--- src/rtl/pinbank_pkg.sv ---
package pinbank_pkg;

    localparam int unsigned MODE_W    = 4;
    localparam int unsigned DUTY_LSB  = 8;

    localparam int unsigned A_OUT     = 'h00;
    localparam int unsigned A_DRV     = 'h01;
    localparam int unsigned A_OD      = 'h02;
    localparam int unsigned A_SRC     = 'h03;
    localparam int unsigned A_PU      = 'h04;
    localparam int unsigned A_PD      = 'h05;
    localparam int unsigned A_IN      = 'h06;
    localparam int unsigned A_STAT    = 'h07;
    localparam int unsigned A_IEN     = 'h08;
    localparam int unsigned A_WEN     = 'h09;
    localparam int unsigned A_WPOL    = 'h0A;
    localparam int unsigned A_HOLD    = 'h0B;
    localparam int unsigned A_CFG     = 'h20;

    typedef enum logic [MODE_W-1:0] {
        IM_OFF  = 4'd0,
        IM_RISE = 4'd1,
        IM_FALL = 4'd2,
        IM_BOTH = 4'd3,
        IM_LOW  = 4'd4,
        IM_HIGH = 4'd5
    } irq_mode_e;

    typedef enum logic {
        HS_LIVE   = 1'b0,
        HS_FROZEN = 1'b1
    } hold_state_e;

endpackage

--- src/rtl/pinbank_sync.sv ---
module pinbank_sync #(
    parameter int unsigned W = 16
) (
    input  logic         clk,
    input  logic         rst_n,
    input  logic [W-1:0] d_i,
    output logic [W-1:0] q_o
);

    logic [W-1:0] meta_q;
    logic [W-1:0] safe_q;

    always_ff @(posedge clk or negedge rst_n) begin
        if (!rst_n) begin
            meta_q <= '0;
            safe_q <= '0;
        end else begin
            meta_q <= d_i;
            safe_q <= meta_q;
        end
    end

    assign q_o = safe_q;

endmodule

--- src/rtl/pinbank_sdm.sv ---
module pinbank_sdm #(
    parameter int unsigned ACC_W = 8
) (
    input  logic             clk,
    input  logic             rst_n,
    input  logic [ACC_W-1:0] duty_i,
    output logic             bit_o
);

    logic [ACC_W-1:0] acc_q;
    logic [ACC_W:0]   sum;

    assign sum   = {1'b0, acc_q} + {1'b0, duty_i};
    assign bit_o = sum[ACC_W];

    always_ff @(posedge clk or negedge rst_n) begin
        if (!rst_n) acc_q <= '0;
        else        acc_q <= sum[ACC_W-1:0];
    end

    // a zero duty never produces a one
    assert_zero_duty_silent_R4: assert property (@(posedge clk) disable iff (!rst_n)
        (duty_i == '0) |-> !bit_o);

    // the accumulator only wraps when a carry is reported
    assert_wrap_carries_R4: assert property (@(posedge clk) disable iff (!rst_n)
        (acc_q < $past(acc_q) && $stable(duty_i)) |-> $past(bit_o));

endmodule

--- src/rtl/pinbank_edge.sv ---
module pinbank_edge
    import pinbank_pkg::*;
(
    input  logic              clk,
    input  logic              rst_n,
    input  logic [MODE_W-1:0] mode_i,
    input  logic              sin_i,
    input  logic              clr_i,
    output logic              stat_o
);

    irq_mode_e md;
    logic      sin_d;
    logic      hit;
    logic      stat_q;

    assign md = irq_mode_e'(mode_i);

    always_ff @(posedge clk or negedge rst_n) begin
        if (!rst_n) sin_d <= 1'b0;
        else        sin_d <= sin_i;
    end

    always_comb begin
        hit = 1'b0;
        unique case (md)
            IM_RISE: hit = sin_i & ~sin_d;
            IM_FALL: hit = ~sin_i & sin_d;
            IM_BOTH: hit = sin_i ^ sin_d;
            IM_LOW:  hit = ~sin_i;
            IM_HIGH: hit = sin_i;
            default: hit = 1'b0;
        endcase
    end

    always_ff @(posedge clk or negedge rst_n) begin
        if (!rst_n)     stat_q <= 1'b0;
        else if (hit)   stat_q <= 1'b1;
        else if (clr_i) stat_q <= 1'b0;
    end

    assign stat_o = stat_q;

    // a present high level always leaves the status set
    assert_level_sticky_R6: assert property (@(posedge clk) disable iff (!rst_n)
        (md == IM_HIGH && sin_i) |=> stat_o);

    // a rising edge in rising mode sets the status
    assert_rise_sets_R6: assert property (@(posedge clk) disable iff (!rst_n)
        (md == IM_RISE && sin_i && !sin_d) |=> stat_o);

    // an idle pin that was set stays set until cleared
    assert_sticky_hold_R7: assert property (@(posedge clk) disable iff (!rst_n)
        (stat_o && !clr_i) |=> stat_o);

endmodule

--- src/rtl/pinbank_ctrl.sv ---
module pinbank_ctrl
    import pinbank_pkg::*;
#(
    parameter int unsigned NPINS  = 16,
    parameter int unsigned ADDR_W = 6,
    parameter int unsigned DATA_W = 32,
    parameter int unsigned DUTY_W = 8
) (
    input  logic              clk,
    input  logic              rst_n,
    input  logic              bus_we,
    input  logic              bus_re,
    input  logic [ADDR_W-1:0] bus_addr,
    input  logic [DATA_W-1:0] bus_wdata,
    output logic [DATA_W-1:0] bus_rdata,
    input  logic [NPINS-1:0]  pad_in,
    output logic [NPINS-1:0]  pad_out,
    output logic [NPINS-1:0]  pad_oe,
    output logic [NPINS-1:0]  pad_pu,
    output logic [NPINS-1:0]  pad_pd,
    output logic              irq,
    output logic              wake
);

    localparam int unsigned DUTY_MSB = DUTY_LSB + DUTY_W - 1;

    // bank-wide registers
    logic [NPINS-1:0] out_q, drv_q, od_q, src_q, pu_q, pd_q;
    logic [NPINS-1:0] ien_q, wen_q, wpol_q;
    logic [1:0]       hold_q;

    // per-pin derived signals
    logic [NPINS-1:0]             sin;
    logic [NPINS-1:0]             stat;
    logic [NPINS-1:0]             sd_bit;
    logic [NPINS-1:0]             live_out, live_oe;
    logic [NPINS-1:0][DATA_W-1:0] cfg_word;

    // hold state machine
    hold_state_e      st_q, st_d;
    logic [NPINS-1:0] cap_out, cap_oe;

    logic             stat_wr;
    logic [DATA_W-1:0] rd_mux;

    assign stat_wr = bus_we && (bus_addr == ADDR_W'(A_STAT));

    pinbank_sync #(.W(NPINS)) u_sync (
        .clk   (clk),
        .rst_n (rst_n),
        .d_i   (pad_in),
        .q_o   (sin)
    );

    // bank-wide register writes
    always_ff @(posedge clk or negedge rst_n) begin
        if (!rst_n) begin
            out_q  <= '0;
            drv_q  <= '0;
            od_q   <= '0;
            src_q  <= '0;
            pu_q   <= '0;
            pd_q   <= '0;
            ien_q  <= '0;
            wen_q  <= '0;
            wpol_q <= '0;
            hold_q <= '0;
        end else if (bus_we) begin
            if (bus_addr == ADDR_W'(A_OUT))  out_q  <= bus_wdata[NPINS-1:0];
            if (bus_addr == ADDR_W'(A_DRV))  drv_q  <= bus_wdata[NPINS-1:0];
            if (bus_addr == ADDR_W'(A_OD))   od_q   <= bus_wdata[NPINS-1:0];
            if (bus_addr == ADDR_W'(A_SRC))  src_q  <= bus_wdata[NPINS-1:0];
            if (bus_addr == ADDR_W'(A_PU))   pu_q   <= bus_wdata[NPINS-1:0];
            if (bus_addr == ADDR_W'(A_PD))   pd_q   <= bus_wdata[NPINS-1:0];
            if (bus_addr == ADDR_W'(A_IEN))  ien_q  <= bus_wdata[NPINS-1:0];
            if (bus_addr == ADDR_W'(A_WEN))  wen_q  <= bus_wdata[NPINS-1:0];
            if (bus_addr == ADDR_W'(A_WPOL)) wpol_q <= bus_wdata[NPINS-1:0];
            if (bus_addr == ADDR_W'(A_HOLD)) hold_q <= bus_wdata[1:0];
        end
    end

    // per-pin configuration, detector and generator
    for (genvar i = 0; i < NPINS; i++) begin : g_pin
        logic              cfg_hit;
        logic [MODE_W-1:0] mode_q;
        logic [DUTY_W-1:0] duty_q;
        logic              val;

        assign cfg_hit = bus_we && (bus_addr == ADDR_W'(A_CFG + i));

        always_ff @(posedge clk or negedge rst_n) begin
            if (!rst_n) begin
                mode_q <= '0;
                duty_q <= '0;
            end else if (cfg_hit) begin
                mode_q <= bus_wdata[MODE_W-1:0];
                duty_q <= bus_wdata[DUTY_MSB:DUTY_LSB];
            end
        end

        assign cfg_word[i] = DATA_W'({duty_q, {(DUTY_LSB - MODE_W){1'b0}}, mode_q});

        pinbank_edge u_edge (
            .clk    (clk),
            .rst_n  (rst_n),
            .mode_i (mode_q),
            .sin_i  (sin[i]),
            .clr_i  (stat_wr && bus_wdata[i]),
            .stat_o (stat[i])
        );

        pinbank_sdm #(.ACC_W(DUTY_W)) u_sdm (
            .clk    (clk),
            .rst_n  (rst_n),
            .duty_i (duty_q),
            .bit_o  (sd_bit[i])
        );

        assign val         = src_q[i] ? sd_bit[i] : out_q[i];
        assign live_out[i] = od_q[i] ? 1'b0 : val;
        assign live_oe[i]  = drv_q[i] & (od_q[i] ? ~val : 1'b1);
    end

    // hold state register
    always_ff @(posedge clk or negedge rst_n) begin
        if (!rst_n) st_q <= HS_LIVE;
        else        st_q <= st_d;
    end

    // hold next state
    always_comb begin
        st_d = st_q;
        unique case (st_q)
            HS_LIVE:   if (hold_q[0])  st_d = HS_FROZEN;
            HS_FROZEN: if (!hold_q[0]) st_d = HS_LIVE;
            default:   st_d = HS_LIVE;
        endcase
    end

    // capture on entry to FROZEN
    always_ff @(posedge clk or negedge rst_n) begin
        if (!rst_n) begin
            cap_out <= '0;
            cap_oe  <= '0;
        end else if (st_q == HS_LIVE && st_d == HS_FROZEN) begin
            cap_out <= live_out;
            cap_oe  <= live_oe;
        end
    end

    // pad outputs per state
    always_comb begin
        pad_out = live_out;
        pad_oe  = live_oe;
        unique case (st_q)
            HS_LIVE: begin
                pad_out = live_out;
                pad_oe  = live_oe;
            end
            HS_FROZEN: begin
                pad_out = cap_out;
                pad_oe  = hold_q[1] ? '0 : cap_oe;
            end
            default: begin
                pad_out = live_out;
                pad_oe  = live_oe;
            end
        endcase
    end

    assign pad_pu = pu_q;
    assign pad_pd = pd_q & ~pu_q;
    assign irq    = |(stat & ien_q);
    assign wake   = |(wen_q & ~(sin ^ wpol_q));

    // read path
    always_comb begin
        rd_mux = '0;
        case (bus_addr)
            ADDR_W'(A_OUT):  rd_mux = DATA_W'(out_q);
            ADDR_W'(A_DRV):  rd_mux = DATA_W'(drv_q);
            ADDR_W'(A_OD):   rd_mux = DATA_W'(od_q);
            ADDR_W'(A_SRC):  rd_mux = DATA_W'(src_q);
            ADDR_W'(A_PU):   rd_mux = DATA_W'(pu_q);
            ADDR_W'(A_PD):   rd_mux = DATA_W'(pd_q);
            ADDR_W'(A_IN):   rd_mux = DATA_W'(sin);
            ADDR_W'(A_STAT): rd_mux = DATA_W'(stat);
            ADDR_W'(A_IEN):  rd_mux = DATA_W'(ien_q);
            ADDR_W'(A_WEN):  rd_mux = DATA_W'(wen_q);
            ADDR_W'(A_WPOL): rd_mux = DATA_W'(wpol_q);
            ADDR_W'(A_HOLD): rd_mux = DATA_W'(hold_q);
            default:         rd_mux = '0;
        endcase
        for (int k = 0; k < NPINS; k++) begin
            if (bus_addr == ADDR_W'(A_CFG + k)) rd_mux = cfg_word[k];
        end
    end

    always_ff @(posedge clk or negedge rst_n) begin
        if (!rst_n)      bus_rdata <= '0;
        else if (bus_re) bus_rdata <= rd_mux;
    end

    // open-drain pins never drive a one
    assert_od_no_high_R3: assert property (@(posedge clk) disable iff (!rst_n)
        (st_q == HS_LIVE) |-> ((pad_out & od_q) == '0));

    // an open-drain pin with a register value of one is released
    assert_od_release_R3: assert property (@(posedge clk) disable iff (!rst_n)
        (st_q == HS_LIVE) |-> ((pad_oe & od_q & out_q & ~src_q) == '0));

    // pad values stay put for as long as the bank is frozen
    assert_frozen_stable_R10: assert property (@(posedge clk) disable iff (!rst_n)
        (st_q == HS_FROZEN && $past(st_q) == HS_FROZEN) |-> $stable(pad_out));

    // output enables stay put while frozen and the float bit is unchanged
    assert_frozen_oe_R10: assert property (@(posedge clk) disable iff (!rst_n)
        (st_q == HS_FROZEN && $past(st_q) == HS_FROZEN && $stable(hold_q)) |-> $stable(pad_oe));

    // no interrupt without an enabled pending status
    assert_irq_gated_R8: assert property (@(posedge clk) disable iff (!rst_n)
        (ien_q == '0) |-> !irq);

endmodule

--- config.mk ---
export PLATFORM = sky130hd
export DESIGN_NAME = pinbank_ctrl
export DESIGN_NICKNAME = d
export VERILOG_FILES = /design/src/rtl/pinbank_pkg.sv /design/src/rtl/pinbank_sync.sv /design/src/rtl/pinbank_sdm.sv /design/src/rtl/pinbank_edge.sv /design/src/rtl/pinbank_ctrl.sv
export SDC_FILE = /design/constraint.sdc
export NUM_CORES = 1
export LEC_CHECK = 0
export BUFFER_PORTS_ARGS = -buffer_cell sky130_fd_sc_hd__buf_2
export CORE_ASPECT_RATIO = 1.1
export CORE_MARGIN = 5
export CORE_UTILIZATION = 40
export CTS_BUF_LIST = sky130_fd_sc_hd__clkbuf_4 sky130_fd_sc_hd__clkbuf_8
export DETAILED_ROUTE_END_ITERATION = 6
export PLACE_DENSITY = 0.58
export SLEW_MARGIN = 5
export SYNTH_ARGS = -nofsm -noshare
export SYNTH_HDL_FRONTEND = slang
export SYNTH_SLANG_ARGS = --single-unit
--- constraint.sdc ---
create_clock -name clk -period 4.8 [get_ports clk]
set_clock_uncertainty 0.2 [all_clocks]
set_input_delay 0.96 -clock clk [delete_from_list [all_inputs] [get_ports clk]]
set_output_delay 0.96 -clock clk [all_outputs]
set_load 0.02 [all_outputs]
Yosys cells after proc, flatten, opt, wreduce, memory -nomap -nowiden:

Cells that the tools add are included.

* add/subtract/negate cells: 16
* $mul: 0
* divide/modulo/power cells: 0
* magnitude comparators: 0
* eq/ne operators: 107
* shifts and indexed selects: 0
* mux-type cells: 117
* bitwise operators: 119
* reduce and logical (&&, ||, !) cells: 63

Operators with widths (count)
* two-way mux 32 bit: 16
* one-hot mux 16 bit (12 select lines): 1
* adder 8 x 8 -> 9 bit: 16
* equality test 4 x 2 -> 1 bit, second input constant: 32
* equality test 4 x 3 -> 1 bit, second input constant: 32
* equality test 6 bit, second input constant: 16
* two-way mux 1 bit: 81
* one-hot mux 1 bit (5 select lines): 16
* equality test 4 x 1 -> 1 bit, second input constant: 16
* one-hot mux 16 bit (2 select lines): 2
* NOT 1 bit: 49
* AND 1 bit: 48
* AND 16 bit: 3
* logical AND 1 bit: 34
* NOT 16 bit: 2
* nonzero test 2 bit: 16
* OR reduction 16 bit: 2
* equality test 6 x 3 -> 1 bit, second input constant: 4
* equality test 6 x 4 -> 1 bit, second input constant: 4
* AND reduction 2 bit: 10
* two-way mux 16 bit: 1
* XOR 1 bit: 16
* XOR 16 bit: 1
* equality test 6 x 2 -> 1 bit, second input constant: 2
* other kinds (2): 2

* register bits: 595
* bits in latches: 0
* bits in writable memories: 0
* ROM bits: 0
* input bits: 58
* output and inout bits: 98
* logic and storage cells: 518
* memories: 0

Logic depth before layout (Yosys ltp):

* word-level depth: 18
* mapped depth: 10
* depth with buffers taken out: 9

By module:

From an unflattened synthesis, not the netlist that was laid out.

* cells, all modules: 2689
* area total of the unflattened synthesis: 30374.1 um2

By module, submodules not included
* pinbank_ctrl: instances 1, cells each 1659, area each 19097.1 um2, sequential area each 9684.3 um2
* pinbank_sdm (g_pin[0].u_sdm ...): instances 15, cells each 46, area each 505.5 um2, sequential area each 200.2 um2
* pinbank_edge: instances 16, cells each 16, area each 146.4 um2, sequential area each 50.0 um2
* pinbank_sync: instances 1, cells each 32, area each 800.8 um2, sequential area each 800.8 um2
* pinbank_sdm (g_pin[9].u_sdm): instances 1, cells each 52, area each 551.8 um2, sequential area each 200.2 um2

Worst setup path after synthesis:

Ideal clock, no wire load.

* kind: register to output
* start point: register g_pin[5].duty_q[0]
* end point: output pad_out[5]
* data arrival time: 1.939 ns
* data required time: 3.640 ns
* path slack: 1.701 ns
* cell stages (with the launch flop): 10
* buffers on the path: 0
* cell sequence: dfrtp_1 ha_1 inv_1 fa_1 nor2b_1 o21ai_0 a21boi_0 o21ai_0 a21oi_1 a22o_1

* word-level cells in the longest chain between the ends: 4

RTL lines
* start, declared: line pinbank_ctrl.sv:86 `logic [DUTY_W-1:0] duty_q;`
* start signal, assigned: line pinbank_ctrl.sv:97 `duty_q <= bus_wdata[DUTY_MSB:DUTY_LSB];`
* adder 8 x 8 -> 9 bit: line pinbank_sdm.sv:13 `assign sum = {1'b0, acc_q} + {1'b0, duty_i};`
* two-way mux 1 bit: line pinbank_ctrl.sv:119 `assign val = src_q[i] ? sd_bit[i] : out_q[i];`
* two-way mux 1 bit: line pinbank_ctrl.sv:120 `assign live_out[i] = od_q[i] ? 1'b0 : val;`
* one-hot mux 16 bit (2 select lines): line pinbank_ctrl.sv:155 `unique case (st_q)`
* end, declared: line pinbank_ctrl.sv:17 `output logic [NPINS-1:0] pad_out,`

No other way between the ends.

Final worst setup path:

* start point: register g_pin[11].duty_q[0]
* end point: output pad_out[11]

* word-level cells in the longest chain between the ends: 4

RTL lines (line)
* start, declared: pinbank_ctrl.sv:86
* start signal, assigned: pinbank_ctrl.sv:97
* adder 8 x 8 -> 9 bit: pinbank_sdm.sv:13
* two-way mux 1 bit: pinbank_ctrl.sv:119
* two-way mux 1 bit: pinbank_ctrl.sv:120
* one-hot mux 16 bit (2 select lines): pinbank_ctrl.sv:155

No other way between the ends.

==> results.md <==
- The count of cells resized by post-cts repair is 0.
- In this run the horizontal extent of the chip is ~270 um.
- The final reports fail on DRC.
- The number of enable flip-flop cells after synthesis is 0.
- The number of setup buffers added after CTS is 0.
- The total overflow left after global routing is 0.
- The register-to-register path setup slack is 1.94 ns.
- In the global route stage, overall resource usage came out at 0.260.
- The number of cells on the worst reg-to-reg path is 9.
- The run finished, with violations left.
- For this design, the CTS-stage hold fixing added 0 buffers.
- The slew at the pin closest to its max-slew limit is approximately 1.1 ns.
- The hold violation total from the final report is 0.
- Clock-pin slew was measured on the worst setup and hold paths at 0.06 ns.
- Overall power consumption after layout is estimated at approximately 16 mW.
- For this run, the slowest stage of the critical path takes ~0.54 ns.
- The routed design could run at a clock period as short as 4.64 ns.
- The global placer's final weighted congestion is ~1.
- In this run the vertical extent of the chip is 300 um.
- The number of max-slew violations in the final report is 0.
- Setup repair after global routing left no endpoint under its margin.
- Summed over all nets, the half-perimeter wirelength after detailed placement is between 70000 and 80000 um.
- Wires add up to 109000 um.
- In this run the worst hold path is classified as in -> async.
- The number of buffers added by the clock tree synthesis step is 97.
- The share of synthesized area in the top cell type comes to 0.474.
- The xor and xnor area share after synthesis is 0.0275.
- Counting along the longest clock path gives a buffer depth of 3.
- Summed over all instances, the cell type with the most area after synthesis is sky130_fd_sc_hd__dfrtp_1.
- The uppermost signal routing layer after detailed routing is met4.
- The synthesized design contains a little under 600 register bits.
- The number of DRC markers in iteration 0 is between 2000 and 2500.
- The core utilization of the finished layout is 0.454.
- Of the synthesized area, sequential elements account for 0.474.
- For this design the ratio of total power to cell area is ~470 mW/mm2.
- The leading cell type by number of instances after synthesis is sky130_fd_sc_hd__dfrtp_1.
- The share of flip-flops with an asynchronous set or reset is 1.00.
- The routed layout has 23600 vias.
- The largest family of logic cells by synthesized area is multiplexers.
- The H-tree generated during clock tree synthesis spans 3 levels.
- The initial antenna violation count was 9.
- The number of clock sinks is 579.
- The mean instance size in the synthesized netlist is 11.1 um2.
- The root cell of the clock tree is sky130_fd_sc_hd__clkbuf_8.
- The cell count after synthesis came out at 2747.
- The cell family contributing the most delay on the critical path is compound AO/OA/AOI/OAI gates.
- In this run the static leakage power is 16.3 nW.
- The I/O pin count is 156.
- The number of global-route vias before repair was around 24000.
- In this run, distinct cell masters in the synthesized netlist total 93.
- After the flow finishes, the layout carries non-filler instances totaling 4011.
- The floorplan step defined a die boundary enclosing about 0.08 mm2.
- The area share of fa/ha/maj cells after synthesis is 0.0759.
- The largest registers in the layout are g_pin.duty_q: 128 flops, g_pin.u_sdm.acc_q: 128 flops, g_pin.mode_q: 64 flops.
- VDD sags by at most approximately 220 uV.
- The remaining design rule violation count is 1.
- The synthesized-area fraction occupied by ao, oa, aoi and oai cells is 0.132.
- The final non-filler cell area is 0.0345 mm2.
- For the worst setup path, the data arrival time is 3.48 ns.
- Clock latency on the worst-skew pair, taken at its later pin, is 0.72 ns.
- STA classifies the critical path endpoint as an output pin.
- The worst path buffer plus inverter count is 2.
- The first global-routing pass estimated 159000 um of wire.
- The number of port buffers is 123.
- Of the total synthesized cell area, the portion taken by AND, OR, NAND and NOR gates is 0.107.
- The total placed instance area is about 0.032 mm2.
- The commonest cells after synthesis are 579 x sky130_fd_sc_hd__dfrtp_1, 347 x sky130_fd_sc_hd__mux2_2, 213 x sky130_fd_sc_hd__nor2_1, 160 x sky130_fd_sc_hd__ha_1, 146 x sky130_fd_sc_hd__inv_1.
- The detailed route wirelength on metal2 is approximately 53000 um.
- The largest net degree at the start of global routing is ~120.
- The critical path is of the reg -> out type.
- The critical path goes through ha_1 -> inv_1 -> fa_1 -> nor2b_1 -> o21ai_0 -> a21boi_0 -> o21ai_0 -> a21oi_1 -> a22o_1 -> buf_2.
- In this run the tightest slew margin relative to its limit is 0.248.
- In this run the core area contains 106 standard-cell rows.
- The area of the mapped netlist is approximately 0.03 mm2.
- Counting stages on the worst path, the most repeated cell is sky130_fd_sc_hd__o21ai_0.
- The multiplexer share of the synthesized area is 0.140.
- The final critical-path share of the clock period is 0.966.
- The routed via count divided by cell count is a little under 6.
- The area of the core is 0.0760 mm2.
- The final-layout setup total negative slack is 0 ns.
- The area growth from synthesis to layout is 12.9%.
- The cell type of the slowest stage on the worst timing path is sky130_fd_sc_hd__a21oi_1.
- The startpoint class of the critical path is a register.
- In this run the critical register-to-register path is captured at cap_oe[11]$_DFFE_PN0P_.
- The first detailed-routing pass ran for 7 iterations.
- The number of antenna-violating nets in the routed design is 0.
- The number of warning messages in the yosys log is 0.
- Summed over all nets, wire length on met3 after detailed routing comes to approximately 7700 um.
- TritonCTS built the clock tree.
- Ranked by total cell area, the synthesized netlist is headed by sky130_fd_sc_hd__dfrtp_1 47%, sky130_fd_sc_hd__mux2_2 13%, sky130_fd_sc_hd__ha_1 6.5%, sky130_fd_sc_hd__xnor2_1 2.7%, sky130_fd_sc_hd__nor2_1 2.6%.
- Based on the critical path, the design can be clocked at up to 216 MHz.
- For this block, wires on met1 add up to 41000 um.
- The post-placement cell count is 3826.
- The most used flip-flop cell after synthesis is sky130_fd_sc_hd__dfrtp_1.
- Max-cap violations in this run came to 0.
- The number of nets in the layout is 3133.
- The wire length per cell is 27.1 um.
- Of the cells placed in the final design, the portion with a size suffix greater than 1 is 0.258.
- Along the worst path, the maximum fanout reaches 4.
- The starting density of the core is 0.402.
- The number of failing setup endpoints in the final timing report is 0.
- The launch instance of the worst register-to-register path is g_pin[11].duty_q[0]$_DFFE_PN0P_.
- The required time at the endpoint of the critical path is ~3.6 ns.
-- cells by family (layout without fill, tap and decap cells) --
family,Yosys count,after routing
and+or+nand+nor,635,635
AOI/OAI and AO/OA,591,591
DFF,579,579
muxes,379,379
buffers and inverters,290,507
adders and majority gates,176,176
xor gates and xnor gates,96,96
other,1,22
-- layout by cell type, fill, tap and decap left out, types with 18 or more instances in the layout --
cell type and instances:
sky130_fd_sc_hd__inv_1 146, sky130_fd_sc_hd__o21ai_0 132, sky130_fd_sc_hd__buf_2 122, sky130_fd_sc_hd__xnor2_1 93, sky130_fd_sc_hd__nor3b_1 47, sky130_fd_sc_hd__dfrtp_1 578, sky130_fd_sc_hd__nor2_1 213, sky130_fd_sc_hd__a21oi_1 124
sky130_fd_sc_hd__nand3_1 26, sky130_fd_sc_hd__clkbuf_8 138, sky130_fd_sc_hd__a21o_1 21, sky130_fd_sc_hd__nor3_1 54, sky130_fd_sc_hd__nand2_1 136, sky130_fd_sc_hd__mux2_2 347, sky130_fd_sc_hd__o2bb2ai_1 19, sky130_fd_sc_hd__a21boi_0 32
sky130_fd_sc_hd__nor2b_1 51, sky130_fd_sc_hd__a221oi_1 23, sky130_fd_sc_hd__ha_1 160, sky130_fd_sc_hd__buf_4 53, sky130_fd_sc_hd__nand2b_1 18, sky130_fd_sc_hd__a22oi_1 62, sky130_fd_sc_hd__clkbuf_4 22, sky130_fd_sc_hd__mux2i_1 21
sky130_fd_sc_hd__a22o_1 49
-- stage by stage --
stage               worst slack, ns  hold WS, ns
CTS                          0.0660       0.0785
global route                 0.0104        0.121
global placement              0.686        0.133
floorplan                      1.70        0.131
detailed placement            0.656        0.135
finish                        0.161       0.0940
-- final cells by class --
class	count	area [um2]
Timing Repair Buffer	181	1120
Antenna cell	6	15.0
Sequential cell	579	14500
Fill cell	7075	41500
Inverter	147	552
Tap cell	1026	1280
Multi-Input combinational cell	1893	14800
Clock buffer	160	2060
Clock inverter	19	173
-- how the worst max path moves through the flow --
stage | cells past startpoint | from | slack (ns) | endpoint
2_1_floorplan | 9 | g_pin[5].duty_q[0]$_DFFE_PN0P_ | 1.70 | pad_out[5]
3_3_place_gp | 7 | bus_addr[1] | 0.69 | bus_rdata[8]$_DFFE_PN0P_
3_5_place_dp | 7 | bus_addr[1] | 0.66 | bus_rdata[8]$_DFFE_PN0P_
4_1_cts | 10 | g_pin[11].duty_q[0]$_DFFE_PN0P_ | 0.07 | pad_out[11]
5_1_grt | 10 | g_pin[11].duty_q[0]$_DFFE_PN0P_ | 0.01 | pad_out[11]
6_report | 10 | g_pin[11].duty_q[0]$_DFFE_PN0P_ | 0.16 | pad_out[11]
-- routing by layer --
layer  vias to the layer above  GRT usage
li1                      10200          -
met1                     12100      0.309
met2                      1039      0.437
met3                       297     0.0535
met4                         0      0.154
met5                         -          0
-- where the power goes --
group	internal (mW)	switching (mW)
registers	6.00	0.911
clock network	2.87	2.12
logic	2.01	2.45
total	10.9	5.48
-- worst reg2reg max path: stages, from the launching register on --
cell and delay (ns):
sky130_fd_sc_hd__dfrtp_1 0.38, sky130_fd_sc_hd__ha_1 0.20, sky130_fd_sc_hd__inv_1 0.06, sky130_fd_sc_hd__fa_1 0.41, sky130_fd_sc_hd__nor2b_1 0.12, sky130_fd_sc_hd__o21ai_0 0.11
sky130_fd_sc_hd__a21boi_0 0.34, sky130_fd_sc_hd__o21ai_0 0.18, sky130_fd_sc_hd__a21oi_1 0.54, sky130_fd_sc_hd__a21oi_1 0.15
Note: power is estimated with default switching activity, not from simulation.
